<file path="src/rtl/irq_tree_pkg.sv">
// Package: register offsets and configuration-byte field positions shared
// by the interrupt controller. Assumes offsets are relative to the base.
package irq_tree_pkg;
    // offsets from the base address
    localparam int OFS_ROOT = 0;
    localparam int OFS_MST0 = 1;
    localparam int OFS_SEL  = 5;
    localparam int OFS_PEND = 6;
    localparam int OFS_CFG  = 7;
    localparam int OFS_LIVE = 8;
    localparam int OFS_LAST = 8;
    // configuration byte fields
    localparam int CFG_LVL    = 0;
    localparam int CFG_MFE    = 1;
    localparam int CFG_MRE    = 2;
    localparam int CFG_CLR    = 3;
    localparam int CFG_IDX_LO = 4;
    localparam int CFG_ARM    = 7;
endpackage

</file>
<file path="src/rtl/irq_cell.sv">
// Module: one interrupt line. It synchronises the input, keeps the line's
// mode and masks, and holds the pending flag. Assumes cfg_we_i is a
// single-cycle pulse that is already decoded for this line.
module irq_cell (
    input  logic clk,
    input  logic rst_n,
    input  logic raw_i,
    input  logic cfg_we_i,
    input  logic cfg_lvl_i,
    input  logic cfg_mfe_i,
    input  logic cfg_mre_i,
    input  logic cfg_clr_i,
    output logic live_o,
    output logic pend_o
);
    logic sync1_q, sync2_q, prev_q;
    logic lvl_q, mfe_q, mre_q, pend_q;
    logic rise_hit, fall_hit, level_hit, clr_hit;

    // two-flop synchroniser plus a delayed copy for edge detection
    always_ff @(posedge clk) begin
        if (!rst_n) begin
            sync1_q <= 1'b0;
            sync2_q <= 1'b0;
            prev_q  <= 1'b0;
        end else begin
            sync1_q <= raw_i;
            sync2_q <= sync1_q;
            prev_q  <= sync2_q;
        end
    end

    // per-line mode and masks; reset leaves the line fully masked
    always_ff @(posedge clk) begin
        if (!rst_n) begin
            lvl_q <= 1'b0;
            mfe_q <= 1'b1;
            mre_q <= 1'b1;
        end else if (cfg_we_i) begin
            lvl_q <= cfg_lvl_i;
            mfe_q <= cfg_mfe_i;
            mre_q <= cfg_mre_i;
        end
    end

    // detector terms for the current settings
    always_comb begin
        rise_hit  = sync2_q & ~prev_q & ~mre_q;
        fall_hit  = ~sync2_q & prev_q & ~mfe_q;
        level_hit = (sync2_q & ~mre_q) | (~sync2_q & ~mfe_q);
        clr_hit   = cfg_we_i & cfg_clr_i;
    end

    // pending flag: tracks the level in level mode, latches edges otherwise
    always_ff @(posedge clk) begin
        if (!rst_n)
            pend_q <= 1'b0;
        else if (lvl_q)
            pend_q <= level_hit;
        else
            pend_q <= (pend_q & ~clr_hit) | rise_hit | fall_hit;
    end

    assign live_o = sync2_q;
    assign pend_o = pend_q;

    AST_MASKED_NO_RISE: assert property (@(posedge clk) disable iff (!rst_n)
        (mfe_q && mre_q) |=> !$rose(pend_q));
    AST_EDGE_HOLD: assert property (@(posedge clk) disable iff (!rst_n)
        (!lvl_q && pend_q && !clr_hit) |=> pend_q);
endmodule

</file>
<file path="src/rtl/irq_summary.sv">
// Module: reduces the pending flags into a per-block flag, a per-master
// flag and one summary output. Purely combinational; assumes blocks are
// numbered so that master m owns blocks m*BLK_PER_MST and up.
module irq_summary #(
    parameter int NBLK        = 32,
    parameter int BLK_W       = 8,
    parameter int BLK_PER_MST = 8,
    parameter int NMST        = NBLK / BLK_PER_MST
) (
    input  logic [NBLK-1:0][BLK_W-1:0] pend_i,
    output logic [NBLK-1:0]            blk_any_o,
    output logic [NMST-1:0]            mst_any_o,
    output logic                       irq_o
);
    // block level: any line of the block pending
    for (genvar b = 0; b < NBLK; b++) begin : g_blk
        assign blk_any_o[b] = |pend_i[b];
    end

    // master level: any block of the master pending
    for (genvar m = 0; m < NMST; m++) begin : g_mst
        assign mst_any_o[m] = |blk_any_o[m*BLK_PER_MST +: BLK_PER_MST];
    end

    assign irq_o = |mst_any_o;
endmodule

</file>
<file path="src/rtl/irq_tree_ctrl.sv">
// Module: top of the interrupt controller. It decodes the register window,
// holds block select, fans configuration writes out to the lines and
// registers the read data. Assumes read and write strobes never coincide.
module irq_tree_ctrl #(
    parameter int N_IRQ       = 256,
    parameter int BLK_W       = 8,
    parameter int BLK_PER_MST = 8,
    parameter int ADDR_W      = 10,
    parameter int DATA_W      = 8,
    parameter logic [ADDR_W-1:0] BASE = 10'h1BB
) (
    input  logic              clk,
    input  logic              rst_n,
    input  logic [N_IRQ-1:0]  irq_in,
    input  logic [ADDR_W-1:0] bus_addr,
    input  logic              bus_wr,
    input  logic [DATA_W-1:0] bus_wdata,
    input  logic              bus_rd,
    output logic [DATA_W-1:0] rd_data,
    output logic              rd_valid,
    output logic              irq_out
);
    import irq_tree_pkg::*;

    localparam int NBLK  = N_IRQ / BLK_W;
    localparam int NMST  = NBLK / BLK_PER_MST;
    localparam int SEL_W = $clog2(NBLK);
    localparam int BIT_W = $clog2(BLK_W);
    localparam logic [ADDR_W-1:0] A_ROOT = ADDR_W'(OFS_ROOT);
    localparam logic [ADDR_W-1:0] A_SEL  = ADDR_W'(OFS_SEL);
    localparam logic [ADDR_W-1:0] A_PEND = ADDR_W'(OFS_PEND);
    localparam logic [ADDR_W-1:0] A_CFG  = ADDR_W'(OFS_CFG);
    localparam logic [ADDR_W-1:0] A_LIVE = ADDR_W'(OFS_LIVE);
    localparam logic [ADDR_W-1:0] A_LAST = ADDR_W'(OFS_LAST);

    logic [ADDR_W-1:0]          ofs;
    logic                       in_win;
    logic [SEL_W-1:0]           sel_q;
    logic                       cfg_we;
    logic [BIT_W-1:0]           cfg_idx;
    logic [NBLK-1:0][BLK_W-1:0] pend_v;
    logic [NBLK-1:0][BLK_W-1:0] live_v;
    logic [NBLK-1:0]            blk_any;
    logic [NMST-1:0]            mst_any;
    logic [DATA_W-1:0]          rd_mux;

    // address window decode
    always_comb begin
        ofs     = bus_addr - BASE;
        in_win  = (bus_addr >= BASE) && (ofs <= A_LAST);
        cfg_we  = bus_wr && in_win && (ofs == A_CFG) && bus_wdata[CFG_ARM];
        cfg_idx = bus_wdata[CFG_IDX_LO +: BIT_W];
    end

    // block-select register
    always_ff @(posedge clk) begin
        if (!rst_n)
            sel_q <= '0;
        else if (bus_wr && in_win && ofs == A_SEL)
            sel_q <= bus_wdata[SEL_W-1:0];
    end

    // one detector per line, addressed by block and bit
    for (genvar b = 0; b < NBLK; b++) begin : g_b
        for (genvar k = 0; k < BLK_W; k++) begin : g_k
            irq_cell u_cell (
                .clk       (clk),
                .rst_n     (rst_n),
                .raw_i     (irq_in[b*BLK_W + k]),
                .cfg_we_i  (cfg_we && (sel_q == SEL_W'(b)) && (cfg_idx == BIT_W'(k))),
                .cfg_lvl_i (bus_wdata[CFG_LVL]),
                .cfg_mfe_i (bus_wdata[CFG_MFE]),
                .cfg_mre_i (bus_wdata[CFG_MRE]),
                .cfg_clr_i (bus_wdata[CFG_CLR]),
                .live_o    (live_v[b][k]),
                .pend_o    (pend_v[b][k])
            );
        end
    end

    irq_summary #(
        .NBLK        (NBLK),
        .BLK_W       (BLK_W),
        .BLK_PER_MST (BLK_PER_MST),
        .NMST        (NMST)
    ) u_summary (
        .pend_i    (pend_v),
        .blk_any_o (blk_any),
        .mst_any_o (mst_any),
        .irq_o     (irq_out)
    );

    // read multiplexer over the window
    always_comb begin
        rd_mux = '0;
        if (in_win) begin
            if (ofs == A_ROOT)
                rd_mux[NMST:1] = mst_any;
            for (int m = 0; m < NMST; m++)
                if (ofs == ADDR_W'(OFS_MST0 + m))
                    rd_mux = blk_any[m*BLK_PER_MST +: BLK_PER_MST];
            if (ofs == A_SEL)
                rd_mux = DATA_W'(sel_q);
            if (ofs == A_PEND)
                rd_mux = pend_v[sel_q];
            if (ofs == A_LIVE)
                rd_mux = live_v[sel_q];
        end
    end

    // registered read response
    always_ff @(posedge clk) begin
        if (!rst_n) begin
            rd_data  <= '0;
            rd_valid <= 1'b0;
        end else begin
            rd_valid <= bus_rd;
            rd_data  <= bus_rd ? rd_mux : '0;
        end
    end

    AST_IRQ_OUT_MATCH: assert property (@(posedge clk) disable iff (!rst_n)
        irq_out == (|pend_v));
    AST_SEL_HOLD: assert property (@(posedge clk) disable iff (!rst_n)
        !(bus_wr && bus_addr == BASE + A_SEL) |=> $stable(sel_q));
    AST_RD_RESPONSE: assert property (@(posedge clk) disable iff (!rst_n)
        bus_rd |=> rd_valid);
    AST_ROOT_LSB_ZERO: assert property (@(posedge clk) disable iff (!rst_n)
        (bus_rd && bus_addr == BASE) |=> !rd_data[0]);
endmodule

</file>
<file path="config.mk">
export PLATFORM = sky130hd
export DESIGN_NAME = irq_tree_ctrl
export DESIGN_NICKNAME = d
export VERILOG_FILES = /design/src/rtl/irq_tree_pkg.sv /design/src/rtl/irq_cell.sv /design/src/rtl/irq_summary.sv /design/src/rtl/irq_tree_ctrl.sv
export SDC_FILE = /design/constraint.sdc
export NUM_CORES = 2
export LEC_CHECK = 0
export ABC_AREA = 1
export BUFFER_PORTS_ARGS = -buffer_cell sky130_fd_sc_hd__buf_2
export CORE_MARGIN = 4
export CORE_UTILIZATION = 40
export CTS_BUF_LIST = sky130_fd_sc_hd__clkbuf_8
export CTS_CLUSTER_DIAMETER = 150
export DETAILED_ROUTE_END_ITERATION = 7
export REMOVE_ABC_BUFFERS = 1
export SLEW_MARGIN = 10
export SYNTH_ARGS = -nofsm -noshare
export SYNTH_HDL_FRONTEND = slang
export SYNTH_SLANG_ARGS = --single-unit
</file>
<file path="constraint.sdc">
create_clock -name clk -period 2.3 [get_ports clk]
set_input_delay 0.115 -clock clk [delete_from_list [all_inputs] [get_ports clk]]
set_output_delay 0.115 -clock clk [all_outputs]
set_load 0.01 [all_outputs]
</file>
==> impl_metrics.csv <==
group,metric,value,unit
finish,filler_cell_count,16340,
worst_setup_path,cp_max_fo,3,
synth,yosys.cell_types.count,46,
sta,fin_skew,0.08964,ns
grt,grt_overflow_total,0,
grt,grt_pass1_wl,385000,µm
worst_setup_path,worstSetupPathType,"flop to primary output",
clocking,cts_tree,"built",
synth,synth_ff_type,"dfxtp_1",
synth,syn_inst,9555,
sta,final.min_clock_period,3.057,ns
sta,fmax,0.3271,GHz
drt,postRouteWirelength,254900,µm
synth,netlist_top_cells_count,"nand2_1, dfxtp_1, inv_1",
synth,synth_top_cell_by_area,"dfxtp_1",
synth,yosysSeqAreaShare,50.82,%
finish,layout-drive-gt1-share,15.70,%
min_path,min_to,"g_b[27].g_k[2].u_cell.live_o$_SDFF_PN0_",
clocking,cts_sinks,1806,
outcome,status,"finished with violations",
grt,grt_pass1_vias,68060,
sta,slew_headroom,54.77,%
drt,drtIter0Drc,5766,
synth,synth_area,71140,µm²
die,dieWidth,429.7,µm
power,irDropWorstVdd,0.5430,mV
synth,synth_most_common_cell,"nand2_1",
worst_setup_path,crit_arrival,2.94,ns
clocking,clkLatencyLatePin,1.07,ns
min_path,holdPathStages,4,
worst_setup_path,worst_setup_path_start_kind,"flop",
finish,area_growth,34.16,%
synth,ys_warn_count,0,
min_path,hold_path.class,"input port to flop",
clocking,cts_max_path_buffers,4,
place,routabilityCongestion,0.9924,
drt,route.detailed.drc,0,
worst_setup_path,critPathRequiredTime,2.18,ns
power,power_density,680.3,nW/µm²
finish,seq_area,36200,µm²
die,rows,154,
die,io_pins,288,
sta,slew_viol_final,0,
clocking,clk_pin_slew,0.06,ns
worst_setup_path,r2r-end,"rd_data[3]$_SDFF_PN0_",
clocking,htreeDepth,5,
sta,whs,0.1149,ns
synth,synth_area_leaders,"dfxtp_1, nand2_1, a21oi_1, o21ai_0, inv_1",
worst_setup_path,critPathCaptureType,"primary output",
drt,first_pass_iters,6,
die,die_height,429.7,µm
clocking,clockRootBuffer,"clkbuf_8",
die,core,176500,µm²
sta,setup_viol,2,
clocking,cts_buffers,320,
power,p_leak,43.71,nW
worst_setup_path,rrSetupSlack,0,ns
synth,async_flop_share,0,%
synth,ys_ff_latch,1806,
place,portBuffers,287,
min_path,min_from,"rst_n",
finish,multiInputGateArea,29010,µm²
place,pre_cts_slack,-0.2871,ns
drt,ant_nets,0,
outcome,violations,"setup timing",
worst_setup_path,r2r-start,"sel_q[0]$_SDFFE_PN0P_",
sta,fin_crit_sh,132.9,%
sta,finalWorstSetupSlack,-0.7569,ns
place,hpwl,162600,µm
grt,antenna_found_initial,11,
die,start_util,40.31,%
run,drv_cap,0,
worst_setup_path,worst-r2r-cell-count,14,
synth,netlist.area_leader.share,50.82,%
grt,track_usage,26.49,%
synth,syn_area_per_cell,7.445,µm²
drt,via_per_inst,5.136,
grt,grt_max_degree,126,
drt,vias,70380,
synth,synth_edf_count,0,
die,die_area,184700,µm²
finish,nNetsFinal,11430,
drt,wl_per_cell,18.60,µm
sta,max_slew.worst_pin.slew,0.6785,ns
sta,rsz0062_at_grt,"true",
sta,finalHoldViolCount,0,
-- report_power, final --
| part | internal [W] | switching, W |
|---|---|---|
| sequential | 0.0318 | 0.000409 |
| combinational | 0.00165 | 0.00211 |
| clock | 0.0158 | 0.0132 |
-- area by class of cell --
class / instances / share of cell area, %
tap: 2340 / 3.068
inverter: 1369 / 5.432
clock buffer: 391 / 5.639
antenna: 13 / 0.03409
sequential: 1806 / 37.93
timing repair buffer: 1737 / 16.79
multi-input combinational: 5915 / 30.39
clock inverter: 132 / 0.7132
-- per-layer routing --
| metal | vias up | wire length (µm) | global-route usage [%] |
|---|---|---|---|
| met4 | 0 | 16250 | 16.03 |
| met2 | 2535 | 117900 | 43.81 |
| met5 | - | 0 | 0 |
| li1 | 34170 | - | - |
| met3 | 694 | 17130 | 4.329 |
| met1 | 32980 | 103600 | 32.40 |
-- cell families (layout without fill, tap and decap cells) --
logic type / Yosys count / after routing / synth area share (%)
DFF: 1806 / 1806 / 50.82
and+or+nand+nor: 3005 / 3007 / 17.66
buffers and inverters: 1836 / 3629 / 9.937
other: 0 / 13 / 0
AOI/OAI and AO/OA: 2908 / 2908 / 21.58
-- registers in the layout, summed over array words and instances, names as in the netlist --
register,count
g_b.g_k.u_cell.live_o,256
g_b.g_k.u_cell.lvl_q,256
g_b.g_k.u_cell.mfe_q,256
g_b.g_k.u_cell.mre_q,256
g_b.g_k.u_cell.pend_o,256
g_b.g_k.u_cell.prev_q,256
g_b.g_k.u_cell.sync1_q,256
rd_data,8
sel_q,5
rd_valid,1
-- worst max-delay path: stages, from the launching register on --
cell and delay, ns:
dfxtp_4 0.37, nor2_4 0.12, nand2_2 0.07, nor2_2 0.13, buf_6 0.14, nand2_2 0.05, nor2_2 0.10, nand2_1 0.11
or4_4 0.63, buf_6 0.16
-- worst max path at each step --
stage / startpoint / endpoint / slack [ns]
floorplan: rst_n / sel_q[1]$_SDFFE_PN0P_ / -6.68
global placement: sel_q[1]$_SDFFE_PN0P_ / rd_data[1]$_SDFF_PN0_ / -0.36
detailed placement: sel_q[1]$_SDFFE_PN0P_ / rd_data[1]$_SDFF_PN0_ / -0.29
CTS: g_b[3].g_k[3].u_cell.pend_o$_SDFF_PN0_ / irq_out / -0.82
global route: g_b[18].g_k[7].u_cell.pend_o$_SDFF_PN0_ / irq_out / -0.85
finish: g_b[19].g_k[3].u_cell.pend_o$_SDFF_PN0_ / irq_out / -0.76
-- through the flow --
stage | TNS [ns] | cells | area [µm²] | power [W] | utilization, %
6_report | -0.7604 | 13700 | 95440 | 0.06493 | 54.07
5_1_grt | -1.047 | 13700 | 95430 | 0.06726 | 54.07
4_1_cts | -1.382 | 13680 | 94680 | 0.06534 | 53.65
3_5_place_dp | -85.99 | 12330 | 79570 | 0.03552 | 45.08
3_3_place_gp | -68.55 | 12330 | 79570 | 0.03550 | 45.08
2_1_floorplan | -4654.55 | 9088 | 69210 | 0.03366 | -
-- timing repair --
item / CTS / global route
gates cloned: 5 / 4
hold buffers: 791 / 0
pin swaps: 73 / 91
endpoints found under the setup margin: 465 / 244
gates resized for setup: 205 / 193
endpoints found under the hold margin: 1779 / 0
buffers inserted: 41 / 25
-- layout by cell type, fill, tap and decap left out, types with 6 or more instances in the layout --
cell type / netlist / final
a211oi_1: 88 / 88
a21oi_1: 1252 / 1224
a21oi_2: 0 / 24
a221oi_1: 13 / 9
a22o_1: 6 / 6
a22oi_1: 161 / 115
a22oi_2: 0 / 46
buf_12: 1 / 111
buf_16: 0 / 6
buf_2: 15 / 283
buf_4: 8 / 511
buf_6: 15 / 24
buf_8: 0 / 7
clkbuf_8: 0 / 392
clkinv_2: 0 / 23
clkinvlp_4: 0 / 6
dfxtp_1: 1806 / 1776
dfxtp_2: 0 / 26
diode_2: 0 / 13
dlygate4sd3_1: 0 / 791
inv_1: 1361 / 1449
inv_2: 4 / 6
inv_6: 0 / 6
nand2_1: 1942 / 1887
nand2_2: 24 / 69
nand2_4: 20 / 30
nand3_1: 301 / 294
nand3b_1: 9 / 9
nand4_1: 32 / 32
nor2_1: 555 / 500
nor2_2: 6 / 41
nor2_4: 10 / 32
nor2_8: 16 / 16
nor3_1: 23 / 11
nor3_2: 0 / 11
o21ai_0: 1241 / 1220
o21ai_1: 105 / 122
o22ai_1: 18 / 18
or2_2: 60 / 55
Power figures use the tool's default switching activity.
